--- src/rtl/bsb_pkg.sv ---
// Shared types for the bit-serial butterfly.
package bsb_pkg;
    // Controller phases: idle, operand load, row-wise multiply, result stream.
    typedef enum logic [1:0] {
        ST_IDLE = 2'd0,
        ST_LOAD = 2'd1,
        ST_MUL  = 2'd2,
        ST_OUT  = 2'd3
    } bsb_state_e;
endpackage

--- src/rtl/bsb_cell.sv ---
// One-bit adder/subtractor with a registered carry.
// Assumes the operand bits arrive LSB first. 'first' marks bit 0, where
// the carry-in is forced to 'sub'. This makes the cell compute a + b when
// sub=0 and a - b (as a + ~b + 1) when sub=1. The carry only updates
// when 'en' is high.
module bsb_cell (
    input  logic clk,
    input  logic rst_n,
    input  logic en,
    input  logic first,
    input  logic sub,
    input  logic in_a,
    input  logic in_b,
    output logic s
);
    logic cy_q;
    logic b_eff;
    logic cin;

    // Sum bit with optional inversion of the second operand.
    always_comb begin
        b_eff = in_b ^ sub;
        cin   = first ? sub : cy_q;
        s     = in_a ^ b_eff ^ cin;
    end

    // Carry (or inverted borrow) register.
    always_ff @(posedge clk) begin
        if (!rst_n)
            cy_q <= 1'b0;
        else if (en)
            cy_q <= (in_a & b_eff) | (in_a & cin) | (b_eff & cin);
    end
endmodule

--- src/rtl/bsb_ctrl.sv ---
// Shared controller for the butterfly.
// It captures the twiddle words and walks the WIDTH multiplier rows. A row
// takes 2*WIDTH column cycles, or a single cycle when both twiddle bits of
// that row are 0. It then counts the OW result cycles and pulses finish
// with the last one. Assumes WIDTH >= 2.
module bsb_ctrl #(
    parameter int WIDTH = 8
) (
    input  logic                      clk,
    input  logic                      rst_n,
    input  logic                      start,
    input  logic                      w_re,
    input  logic                      w_im,
    output bsb_pkg::bsb_state_e       st,
    output logic [$clog2(WIDTH)-1:0]  row,
    output logic [$clog2(2*WIDTH+2)-1:0] cnt,
    output logic                      load_en,
    output logic                      acc_en,
    output logic                      mbit_r,
    output logic                      mbit_i,
    output logic                      last_row,
    output logic                      finish
);
    import bsb_pkg::*;

    localparam int RW   = $clog2(WIDTH);
    localparam int OW   = 2 * WIDTH + 1;
    localparam int CW   = $clog2(2 * WIDTH + 2);
    localparam logic [RW-1:0] ROW_LAST  = RW'(WIDTH - 1);
    localparam logic [CW-1:0] LOAD_LAST = CW'(WIDTH - 1);
    localparam logic [CW-1:0] COL_LAST  = CW'(2 * WIDTH - 1);
    localparam logic [CW-1:0] OUT_LAST  = CW'(OW - 1);

    bsb_state_e         st_q;
    logic [RW-1:0]      row_q;
    logic [CW-1:0]      cnt_q;
    logic [WIDTH-1:0]   wr_q;
    logic [WIDTH-1:0]   wi_q;
    logic               finish_q;
    logic               skip;

    // Row decode: current multiplicand bits and whether the row may be skipped.
    always_comb begin
        mbit_r   = wr_q[row_q];
        mbit_i   = wi_q[row_q];
        skip     = !(mbit_r | mbit_i);
        last_row = (row_q == ROW_LAST);
        load_en  = ((st_q == ST_IDLE) && start) || (st_q == ST_LOAD);
        acc_en   = (st_q == ST_MUL) && !((cnt_q == '0) && skip);
    end

    // Twiddle word shift registers, filled LSB first.
    always_ff @(posedge clk) begin
        if (!rst_n) begin
            wr_q <= '0;
            wi_q <= '0;
        end else if (load_en) begin
            wr_q <= {w_re, wr_q[WIDTH-1:1]};
            wi_q <= {w_im, wi_q[WIDTH-1:1]};
        end
    end

    // Phase, row and column sequencing.
    always_ff @(posedge clk) begin
        if (!rst_n) begin
            st_q  <= ST_IDLE;
            row_q <= '0;
            cnt_q <= '0;
        end else begin
            case (st_q)
                ST_IDLE: begin
                    if (start) begin
                        st_q  <= ST_LOAD;
                        row_q <= '0;
                        cnt_q <= CW'(1);
                    end
                end
                ST_LOAD: begin
                    if (cnt_q == LOAD_LAST) begin
                        st_q  <= ST_MUL;
                        cnt_q <= '0;
                    end else begin
                        cnt_q <= cnt_q + 1'b1;
                    end
                end
                ST_MUL: begin
                    if (((cnt_q == '0) && skip) || (cnt_q == COL_LAST)) begin
                        cnt_q <= '0;
                        if (last_row)
                            st_q <= ST_OUT;
                        else
                            row_q <= row_q + 1'b1;
                    end else begin
                        cnt_q <= cnt_q + 1'b1;
                    end
                end
                default: begin
                    if (cnt_q == OUT_LAST) begin
                        st_q  <= ST_IDLE;
                        cnt_q <= '0;
                    end else begin
                        cnt_q <= cnt_q + 1'b1;
                    end
                end
            endcase
        end
    end

    // Finish pulse, registered together with the last result bit.
    always_ff @(posedge clk) begin
        if (!rst_n)
            finish_q <= 1'b0;
        else
            finish_q <= (st_q == ST_OUT) && (cnt_q == OUT_LAST);
    end

    assign st     = st_q;
    assign row    = row_q;
    assign cnt    = cnt_q;
    assign finish = finish_q;


    finish_pulse_chk: assert property (@(posedge clk) disable iff (!rst_n)
        finish_q |=> !finish_q);


    finish_after_out_chk: assert property (@(posedge clk) disable iff (!rst_n)
        $rose(finish_q) |-> ($past(st_q) == ST_OUT));


    row_skip_chk: assert property (@(posedge clk) disable iff (!rst_n)
        ((st_q == ST_MUL) && (cnt_q == '0) && skip && !last_row)
        |=> ((row_q == $past(row_q) + 1'b1) && (cnt_q == '0)));


    busy_start_chk: assert property (@(posedge clk) disable iff (!rst_n)
        (start && (st_q == ST_MUL)) |=> (st_q != ST_LOAD));
endmodule

--- src/rtl/bsb_mult.sv ---
// Serial signed shift-and-add multiplier: P = Q * M at 2*WIDTH bits.
// The product register circulates through one adder/subtractor cell, one
// bit per column cycle. In row j the addend bit is the sign-extended Q
// shifted by j, gated by the multiplicand bit. The sign row subtracts.
// The controller skips rows whose shared multiplicand bits are zero.
// During the result phase the product shifts out LSB first with
// sign extension.
module bsb_mult #(
    parameter int WIDTH = 8
) (
    input  logic                          clk,
    input  logic                          rst_n,
    input  logic                          clr,
    input  logic                          acc_en,
    input  logic                          shift_en,
    input  logic                          last_row,
    input  logic                          mbit,
    input  logic [$clog2(WIDTH)-1:0]      row,
    input  logic [$clog2(2*WIDTH+2)-1:0]  col,
    input  logic [WIDTH-1:0]              q,
    output logic                          pbit
);
    localparam int PW = 2 * WIDTH;

    logic [PW-1:0] p_q;
    logic          qbit;
    logic          sum;

    // Addend bit: Q sign-extended and shifted left by the row index.
    always_comb begin
        int d;
        d = int'(col) - int'(row);
        if (d < 0)
            qbit = 1'b0;
        else if (d >= WIDTH - 1)
            qbit = q[WIDTH-1];
        else
            qbit = q[d];
    end

    bsb_cell u_cell (
        .clk   (clk),
        .rst_n (rst_n),
        .en    (acc_en),
        .first (col == '0),
        .sub   (last_row),
        .in_a  (p_q[0]),
        .in_b  (mbit & qbit),
        .s     (sum)
    );

    // Product register: clear at start, rotate through the cell, then stream out.
    always_ff @(posedge clk) begin
        if (!rst_n)
            p_q <= '0;
        else if (clr)
            p_q <= '0;
        else if (acc_en)
            p_q <= {sum, p_q[PW-1:1]};
        else if (shift_en)
            p_q <= {p_q[PW-1], p_q[PW-1:1]};
    end

    assign pbit = p_q[0];


    prod_hold_chk: assert property (@(posedge clk) disable iff (!rst_n)
        (!clr && !acc_en && !shift_en) |=> $stable(p_q));
endmodule

--- src/rtl/bsb_butterfly.sv ---
// Bit-serial radix-2 butterfly: X = A + W*B, Y = A - W*B.
// Operands are WIDTH-bit two's complement words, LSB first, with bit 0 in
// the start cycle. Results are OW = 2*WIDTH+1 bits, LSB first, on
// registered outputs. The last bit coincides with the finish pulse.
// Four multipliers form Wr*Br, Wi*Bi, Wr*Bi and Wi*Br. Six cells then
// form the real and imaginary products and their sum and difference
// with A.
module bsb_butterfly #(
    parameter int WIDTH = 8
) (
    input  logic clk,
    input  logic rst_n,
    input  logic start,
    input  logic a_re,
    input  logic a_im,
    input  logic b_re,
    input  logic b_im,
    input  logic w_re,
    input  logic w_im,
    output logic x_re,
    output logic x_im,
    output logic y_re,
    output logic y_im,
    output logic finish
);
    import bsb_pkg::*;

    localparam int RW = $clog2(WIDTH);
    localparam int CW = $clog2(2 * WIDTH + 2);
    localparam int NOPS = 4;   // A real, A imag, B real, B imag
    localparam int NMUL = 4;

    bsb_state_e       st;
    logic [RW-1:0]    row;
    logic [CW-1:0]    cnt;
    logic             load_en, acc_en, mbit_r, mbit_i, last_row;
    logic             out_en, clr;
    logic [NOPS-1:0]  ser_in;
    logic [WIDTH-1:0] opr_q [NOPS];
    logic [NMUL-1:0]  pbit;
    logic             a_bit_r, a_bit_i;
    logic             t_re, t_im, sx_re, sx_im, sy_re, sy_im;
    logic             x_re_q, x_im_q, y_re_q, y_im_q;

    bsb_ctrl #(.WIDTH(WIDTH)) u_ctrl (
        .clk      (clk),
        .rst_n    (rst_n),
        .start    (start),
        .w_re     (w_re),
        .w_im     (w_im),
        .st       (st),
        .row      (row),
        .cnt      (cnt),
        .load_en  (load_en),
        .acc_en   (acc_en),
        .mbit_r   (mbit_r),
        .mbit_i   (mbit_i),
        .last_row (last_row),
        .finish   (finish)
    );

    assign clr    = (st == ST_IDLE) && start;
    assign out_en = (st == ST_OUT);
    assign ser_in = {b_im, b_re, a_im, a_re};

    // Operand shift registers, one per serial data line.
    for (genvar g = 0; g < NOPS; g++) begin : g_opr
        always_ff @(posedge clk) begin
            if (!rst_n)
                opr_q[g] <= '0;
            else if (load_en)
                opr_q[g] <= {ser_in[g], opr_q[g][WIDTH-1:1]};
        end
    end

    // Multipliers: 0 = Wr*Br, 1 = Wi*Bi, 2 = Wr*Bi, 3 = Wi*Br.
    for (genvar m = 0; m < NMUL; m++) begin : g_mul
        localparam int QIDX = (m == 0 || m == 3) ? 2 : 3;
        logic mb;
        if (m % 2 == 0) begin : g_mr
            assign mb = mbit_r;
        end else begin : g_mi
            assign mb = mbit_i;
        end
        bsb_mult #(.WIDTH(WIDTH)) u_mul (
            .clk      (clk),
            .rst_n    (rst_n),
            .clr      (clr),
            .acc_en   (acc_en),
            .shift_en (out_en),
            .last_row (last_row),
            .mbit     (mb),
            .row      (row),
            .col      (cnt),
            .q        (opr_q[QIDX]),
            .pbit     (pbit[m])
        );
    end

    // Sign-extended A bits for the current result position.
    always_comb begin
        if (int'(cnt) >= WIDTH - 1) begin
            a_bit_r = opr_q[0][WIDTH-1];
            a_bit_i = opr_q[1][WIDTH-1];
        end else begin
            a_bit_r = opr_q[0][cnt[RW-1:0]];
            a_bit_i = opr_q[1][cnt[RW-1:0]];
        end
    end

    // Real product: Wr*Br - Wi*Bi.
    bsb_cell u_tre (.clk(clk), .rst_n(rst_n), .en(out_en), .first(cnt == '0),
                    .sub(1'b1), .in_a(pbit[0]), .in_b(pbit[1]), .s(t_re));
    // Imaginary product: Wr*Bi + Wi*Br.
    bsb_cell u_tim (.clk(clk), .rst_n(rst_n), .en(out_en), .first(cnt == '0),
                    .sub(1'b0), .in_a(pbit[2]), .in_b(pbit[3]), .s(t_im));
    // Sum and difference with A.
    bsb_cell u_xre (.clk(clk), .rst_n(rst_n), .en(out_en), .first(cnt == '0),
                    .sub(1'b0), .in_a(a_bit_r), .in_b(t_re), .s(sx_re));
    bsb_cell u_xim (.clk(clk), .rst_n(rst_n), .en(out_en), .first(cnt == '0),
                    .sub(1'b0), .in_a(a_bit_i), .in_b(t_im), .s(sx_im));
    bsb_cell u_yre (.clk(clk), .rst_n(rst_n), .en(out_en), .first(cnt == '0),
                    .sub(1'b1), .in_a(a_bit_r), .in_b(t_re), .s(sy_re));
    bsb_cell u_yim (.clk(clk), .rst_n(rst_n), .en(out_en), .first(cnt == '0),
                    .sub(1'b1), .in_a(a_bit_i), .in_b(t_im), .s(sy_im));

    // Registered serial result lines, updated only while streaming.
    always_ff @(posedge clk) begin
        if (!rst_n) begin
            x_re_q <= 1'b0;
            x_im_q <= 1'b0;
            y_re_q <= 1'b0;
            y_im_q <= 1'b0;
        end else if (out_en) begin
            x_re_q <= sx_re;
            x_im_q <= sx_im;
            y_re_q <= sy_re;
            y_im_q <= sy_im;
        end
    end

    assign x_re = x_re_q;
    assign x_im = x_im_q;
    assign y_re = y_re_q;
    assign y_im = y_im_q;


    idle_quiet_chk: assert property (@(posedge clk) disable iff (!rst_n)
        ((st == ST_IDLE) && !start) |=> (!finish && (st == ST_IDLE)));


    out_hold_chk: assert property (@(posedge clk) disable iff (!rst_n)
        (st != ST_OUT) |=> ($stable(x_re) && $stable(y_im)));
endmodule

--- config.mk ---
export PLATFORM = sky130hd
export DESIGN_NAME = bsb_butterfly
export DESIGN_NICKNAME = d
export VERILOG_FILES = /design/src/rtl/bsb_pkg.sv /design/src/rtl/bsb_cell.sv /design/src/rtl/bsb_ctrl.sv /design/src/rtl/bsb_mult.sv /design/src/rtl/bsb_butterfly.sv
export SDC_FILE = /design/constraint.sdc
export NUM_CORES = 1
export LEC_CHECK = 0
export ABC_AREA = 1
export BUFFER_PORTS_ARGS = -buffer_cell sky130_fd_sc_hd__buf_4
export CORE_MARGIN = 3
export CORE_UTILIZATION = 50
export CTS_CLUSTER_SIZE = 12
export DETAILED_ROUTE_END_ITERATION = 8
export MAX_ROUTING_LAYER = met4
export PLACE_DENSITY = 0.62
export REMOVE_ABC_BUFFERS = 1
export SYNTH_ARGS = -nofsm -noshare
export SYNTH_HDL_FRONTEND = slang
export SYNTH_SLANG_ARGS = --single-unit
--- constraint.sdc ---
create_clock -name clk -period 7.8 [get_ports clk]
set_input_delay 2.34 -clock clk [delete_from_list [all_inputs] [get_ports clk]]
set_output_delay 2.34 -clock clk [all_outputs]
set_load 0.05 [all_outputs]
== Word level (Yosys, flattened, before mapping) ==
Memories as Yosys holds them, arrays and structs flattened.
Cells that the tools add are included.
Widths: inputs -> output; s select.
Word-level totals
  register bits: 105
  memory bits (writable): 32
  word-level logic and storage cells: 214
  input port bits: 9
  memories kept: 1
Cells by class
  bitwise logic cells: 87
  muxes and demuxes: 61
  reduce and logical (&&, ||, !) cells: 16
  equality and inequality tests: 12
  add/sub/neg operators: 3
  $lt $le $gt $ge: 6
Memory list
  opr_q: depth 4, bits a word 8, read ports 4, clocked after memory_dff 0, write ports 4, RTL line bsb_butterfly.sv:39  | logic [WIDTH-1:0] opr_q [NOPS];
Operators with widths (number)
  $mux 16: 4
  $mux 15: 4
  $and 1x1->1: 34
  $ge 32x4->1 const B: 1
  $lt 32x1->1 const B: 1
  $lt 32x5->1 const B: 1
  $mux 8: 4
  $mux 1: 28
  $or 1x1->1: 25
  $xor 1x1->1: 24
  $mux 5: 4
  $bmux 1 s3: 6
  $pmux 5 s3: 1
  $mux 2: 5
  $mux 3: 3
  $lt 3x4->1 const B: 2
  $ne 2x2->1 const B: 4
  $pmux 2 s3: 1
  $pmux 3 s2: 1
  $sub 5x3->6: 1
  $add 5x1->5 const B: 1
  $eq 5x3->1 const B: 1
  $eq 5x4->1 const B: 1
  $eq 5x5->1 const B: 1
  17 further kinds: 27

== Logic depth before layout (Yosys ltp) ==
  depth after elaboration: 11
  mapped depth: 16

== Cells and area by module ==
A second synthesis with hierarchy kept.
Unflattened totals
  cells, all modules: 1014
  area, all modules: 7363.3 um^2
By module, submodules not included
  bsb_mult at g_mul[0].u_mul ...: cells each 131, area an instance 867.1 um^2, instances 3
  bsb_butterfly: cells each 166, area an instance 1586.5 um^2, instances 1
  bsb_ctrl: cells each 206, area an instance 1467.7 um^2, instances 1
  bsb_mult at g_mul[3].u_mul: cells each 129, area an instance 869.6 um^2, instances 1
  bsb_cell: cells each 12, area an instance 83.8 um^2, instances 10

== Least setup slack after synthesis ==
No wires, ideal clock.
  path kind: input-to-reg
  start point: input start
  end point: memory opr_q[0][0] (enable)
  path slack: 3698 ps
  stages: 3
  required time: 7391 ps
  buffers on the path: 1
  library setup time: 409 ps
  arrival time: 3693 ps
  path through: nand2_1 nand3_1 clkbuf_1
RTL lines
  start: declaration: RTL line bsb_butterfly.sv:13  | input logic start,
  end: declaration: RTL line bsb_butterfly.sv:39

== Worst setup path after layout ==
  start point: register u_ctrl.cnt_q[0], in the netlist u_ctrl.cnt[0]
  end point: register g_mul[1].u_mul.p_q[15]
On the way
  word-level cells in the longest chain between the ends: 11
Ends and longest elaborated chain
  start: declaration: RTL line bsb_ctrl.sv:36  | logic [CW-1:0] cnt_q;
  start signal: assignment: RTL line bsb_ctrl.sv:83  | cnt_q <= cnt_q + 1'b1;
  start signal: assignment: RTL line bsb_ctrl.sv:94  | cnt_q <= cnt_q + 1'b1;
  start signal: assignment: RTL line bsb_ctrl.sv:102  | cnt_q <= cnt_q + 1'b1;
  parallel branches: the longest is 9 deep, another holds $ge 32x4->1
  $xor 1x1->1 (*): RTL line bsb_cell.sv:24  | s = in_a ^ b_eff ^ cin;
  net g_mul[1].u_mul.sum: RTL line bsb_mult.sv:27  | logic sum;
  $mux 16 (*): RTL line bsb_mult.sv:58  | else if (acc_en)
  end signal: assignment: RTL line bsb_mult.sv:59  | p_q <= {sum, p_q[PW-1:1]};
  end signal: assignment: RTL line bsb_mult.sv:61  | p_q <= {p_q[PW-1], p_q[PW-1:1]};
  end: declaration: RTL line bsb_mult.sv:25  | logic [PW-1:0] p_q;
Mark *: on every way through the listed nets, which the timed path passes. The select of a mux whose other input is x is not followed.
A chain may end at the register's enable or synchronous reset.

==> tab_implementation.tex <==
\begin{tabular}{lr}
\hline
Metric & Value \\
\hline
\multicolumn{2}{l}{\textbf{Timing}} \\
\quad Final setup TNS & 0 ps \\
\quad Remaining max-slew budget at the tightest pin & 0.2337 \\
\quad Count of final setup violators & 0 \\
\quad Fmax & 265.5 MHz \\
\quad Hold violation total from the final report & 0 \\
\quad Max Slew Vio Count & 0 \\
\quad Post-layout minimum cycle time & 3767 ps \\
\quad Period utilisation layout & 0.4829 \\
\quad Final Skew & $\sim$8 ps \\
\quad Setup repair after global routing missed its margin & no \\
\quad Transition time of the tightest slew-check pin & 1148 ps \\
\quad Worst Hold Slack & 457.0 ps \\
\multicolumn{2}{l}{\textbf{Clock tree}} \\
\quad CTS Buffer Depth & 2 \\
\quad Clock transition at the registers of the reported paths & 60 ps \\
\quad Number of hold-repair buffers added at the cts stage & 0 \\
\quad Clock sinks & roughly 140 \\
\quad TritonCTS clock tree & done \\
\quad Number of buffers created by CTS & 17 \\
\quad CTS H-tree lvls & 4 \\
\quad Cells resized by post-CTS repair & 0 \\
\quad \# Post-CTS Setup Buffers & 0 \\
\quad Latest clock arrival within the worst-skew pair & 420 ps \\
\quad Clock root buffer & sky130\_fd\_sc\_hd\_\_clkbuf\_16 \\
\multicolumn{2}{l}{\textbf{Yosys}} \\
\quad Netlist area before placement & 6240 um\^{}2 \\
\quad Total of warnings raised by yosys & 0 \\
\quad Most frequently used flop master after synthesis & sky130\_fd\_sc\_hd\_\_dfxtp\_1 \\
\quad Syn avg cell area & 8.265 um\^{}2 \\
\quad Flip-flop and latch count after synthesis & between 100 and 150 \\
\quad Number of standard cells after synthesis & 755 \\
\quad Share of flip-flops with an asynchronous set or reset after synthesis & 0 \\
\quad Synth unique cells & 33 \\
\quad Count of flip-flops with a built-in enable after synthesis & 32 \\
\quad Sequential cell area fraction in the yosys report & 0.4909 \\
\multicolumn{2}{l}{\textbf{Worst setup path}} \\
\quad Depth of the critical timing path with buffers and inverters included & 15 \\
\quad Most repeated library cell on the critical path & sky130\_fd\_sc\_hd\_\_nand2\_1 \\
\quad Chain of cells forming the critical path & clkinv\_1 -> ha\_1 -> fa\_1 -> inv\_1 -> a21oi\_1 -> o21ai\_0 -> o21ai\_0 -> nand2\_1 -> nand2\_1 -> a21boi\_0 -> nand3\_1 -> xor2\_1 -> fa\_1 -> nand2\_1 -> a21oi\_1 \\
\quad Number of buffer and inverter stages on the critical path & 2 \\
\quad Critical path fanouts, max & 13 \\
\quad Number of cells on the worst reg-to-reg path & 15 \\
\quad Critical path class & reg2reg \\
\quad CP Launch Type & flip-flop \\
\quad Worst Setup End Kind & flip-flop \\
\quad Critical path data arrival time & 4100 ps \\
\quad Largest delay contributor family on the critical path & adder cells \\
\quad Required time of the critical path & 8140 ps \\
\quad Slowest Stage Delay on Critical Path & roughly 540 ps \\
\quad Library cell contributing the largest single delay on the critical path & sky130\_fd\_sc\_hd\_\_dfxtp\_1 \\
\multicolumn{2}{l}{\textbf{Placed design}} \\
\quad Half-perimeter wire length after detailed placement & approximately 7.4 mm \\
\quad Final Wtd Congestion & 0.7874 \\
\quad IO buf count & 13 \\
\multicolumn{2}{l}{\textbf{GRT}} \\
\quad Via count of the first global-routing pass & $\sim$4300 \\
\quad Initial antenna violation count & 0 \\
\quad Global-route wire length before repair & 20.22 mm \\
\quad Pin count of the biggest net entering global routing & 65 \\
\quad GRT Residual Overflow & 0 \\
\quad Overall global routing resource usage & 0.1815 \\
\multicolumn{2}{l}{\textbf{Power}} \\
\quad Peak supply drop & roughly 0.20 mV \\
\quad Power density normalized to cell area & 335.2 nW/um\^{}2 \\
\quad Static leakage power & 0.002720 uW \\
\multicolumn{2}{l}{\textbf{Routing}} \\
\quad Post-detailed-route wirelength per cell & 12.31 um \\
\quad Remaining design rule violation count & 0 \\
\quad Via count & 4677 \\
\quad Total detailed-routing wirelength & 11.56 mm \\
\quad Drt first pass iters & 5 \\
\quad Via density per instance & 4.981 \\
\quad Number of violations reported at the end of detailed-routing iteration 0 & 314 \\
\quad Antenna-violating nets left & 0 \\
\multicolumn{2}{l}{\textbf{Final layout}} \\
\quad Syn-to-layout area delta & 10.61\% \\
\quad Number of diodes & 0 \\
\quad Most used cells in the layout excluding fill and tap cells & 189 x sky130\_fd\_sc\_hd\_\_nand2\_1, 105 x sky130\_fd\_sc\_hd\_\_dfxtp\_1, 91 x sky130\_fd\_sc\_hd\_\_inv\_1, 69 x sky130\_fd\_sc\_hd\_\_nor2\_1, 68 x sky130\_fd\_sc\_hd\_\_a21oi\_1 \\
\quad Number of fill cells in the layout & around 1200 \\
\quad Most common library cell in the layout ignoring fill and taps & sky130\_fd\_sc\_hd\_\_nand2\_1 \\
\quad Share of post-route cells with drive strength above 1 & 0.1102 \\
\quad Final-stage net count & 790 \\
\multicolumn{2}{l}{\textbf{Floorplan}} \\
\quad Core ar. & between 10000 and 15000 um\^{}2 \\
\quad Count of pins on the block boundary & 14 \\
\quad Die span in y & roughly 120 um \\
\quad Initial core utilization & 0.5152 \\
\quad Chip width & around 120 um \\
\quad Number of rows created at floorplan & 40 \\
\quad Area of the die & 13860 um\^{}2 \\
\multicolumn{2}{l}{\textbf{Worst hold path}} \\
\quad Worst hold path cell count & 2 \\
\quad Worst hold path type & reg2reg \\
\multicolumn{2}{l}{\textbf{Job}} \\
\quad Count of maximum capacitance violations & 0 \\
\multicolumn{2}{l}{\textbf{Run status}} \\
\quad Result of the run & finished, final reports clean \\
\hline
\end{tabular}
## Yosys cell counts (4+ instances only)
cell	instances	area [um^2]
sky130_fd_sc_hd__buf_6	12	135.1
sky130_fd_sc_hd__a21oi_1	68	340.3
sky130_fd_sc_hd__nand3_1	29	145.1
sky130_fd_sc_hd__or2_2	4	25.02
sky130_fd_sc_hd__xor2_1	4	35.03
sky130_fd_sc_hd__dfxtp_1	105	2102
sky130_fd_sc_hd__o21ai_0	44	220.2
sky130_fd_sc_hd__nand2_1	190	713.2
sky130_fd_sc_hd__edfxtp_1	32	960.9
sky130_fd_sc_hd__clkbuf_1	15	56.30
sky130_fd_sc_hd__o22ai_1	14	87.58
sky130_fd_sc_hd__nor2_1	69	259.0
sky130_fd_sc_hd__fa_1	11	220.2
sky130_fd_sc_hd__inv_1	91	341.6
sky130_fd_sc_hd__ha_1	12	150.1
sky130_fd_sc_hd__a21oi_2	28	245.2
## routing by layer
layer  track usage  share of wire  vias to the layer above  wire [um]
met5             -              0                        -          0
met4       0.07985          0.021                        0        248
met3       0.03988          0.035                       20        407
met2        0.2584           0.44                       78       5041
met1        0.2498           0.51                     2145       5864
li1              -              -                     2434          -
## cells by family (layout without fill, tap and decap cells)
family                     Yosys count  after routing  synth area share
and+or+nand+nor                    304            304            0.2013
xor gates and xnor gates             5              5          0.007018
AOI/OAI and AO/OA                  160            160            0.1500
DFF                                137            137            0.4909
adders and majority gates           23             23           0.05935
buffers and inverters              126            142           0.09144
## worst paths after layout
check,from,end,slack [ps]
worst max-delay path,u_ctrl.cnt[0]$_SDFFE_PN0P_,g_mul[1].u_mul.p_q[15]$_SDFFE_PP0P_,4030
worst min register to register,g_mul[3].u_mul.p_q[14]$_SDFFE_PP0P_,g_mul[3].u_mul.p_q[13]$_SDFFE_PP0P_,460
worst max register to register,u_ctrl.cnt[0]$_SDFFE_PN0P_,g_mul[1].u_mul.p_q[15]$_SDFFE_PP0P_,4030
worst min-delay path,g_mul[3].u_mul.p_q[14]$_SDFFE_PP0P_,g_mul[3].u_mul.p_q[13]$_SDFFE_PP0P_,460
## state kept, by name, indices dropped and copies added, names as in the netlist
register	cells
g_mul.u_mul.p_q	64
g_mul.u_mul.u_cell.cy_q	4
opr_q	32
u_ctrl.cnt	5
u_ctrl.finish	1
u_ctrl.row	3
u_ctrl.st	2
u_ctrl.wi_q	8
u_ctrl.wr_q	8
u_tim.cy_q	1
u_tre.cy_q	1
u_xim.cy_q	1
u_xre.cy_q	1
u_yim.cy_q	1
u_yre.cy_q	1
x_im	1
x_re	1
y_im	1
y_re	1
## cell type report
cell class | instances | area [um^2] | share of cell area
multi-input cells | 492 | 2614 | 0.3787
clock buffers | 21 | 450.4 | 0.06526
inverters | 95 | 356.6 | 0.05167
repair buffers | 15 | 112.6 | 0.01632
flip-flops and latches | 137 | 3063 | 0.4438
well taps | 168 | 210.2 | 0.03046
clock inverters | 11 | 95.09 | 0.01378
## worst min-delay path: cells and delay by family, from the launching register on
kind / cells / cell delay [ps]
AO/OA/AOI/OAI: 1 / 50
AND/OR/NAND/NOR: 1 / 60
flip-flops: 1 / 310
## stage by stage
stage | cell area [um^2] | util | instances | setup slack (ps) | power [uW]
floorplan | 6026 | - | 724 | 3739 | 1410
global placement | 6356 | 0.5248 | 907 | 3726 | 1579
detailed placement | 6356 | 0.5248 | 907 | 3654 | 1589
CTS | 6902 | 0.5698 | 939 | 3992 | 2335
global route | 6902 | 0.5698 | 939 | 3552 | 2498
finish | 6902 | 0.5698 | 939 | 4033 | 2313
## where the power goes
part	leakage, uW	switching, uW	internal (uW)
Combinational	0.00124	470	200
Clock	0.000276	295	446
Sequential	0.00120	55.7	848
Total	0.00272	820	1490
No activity file was read; power rests on OpenSTA's default activity.
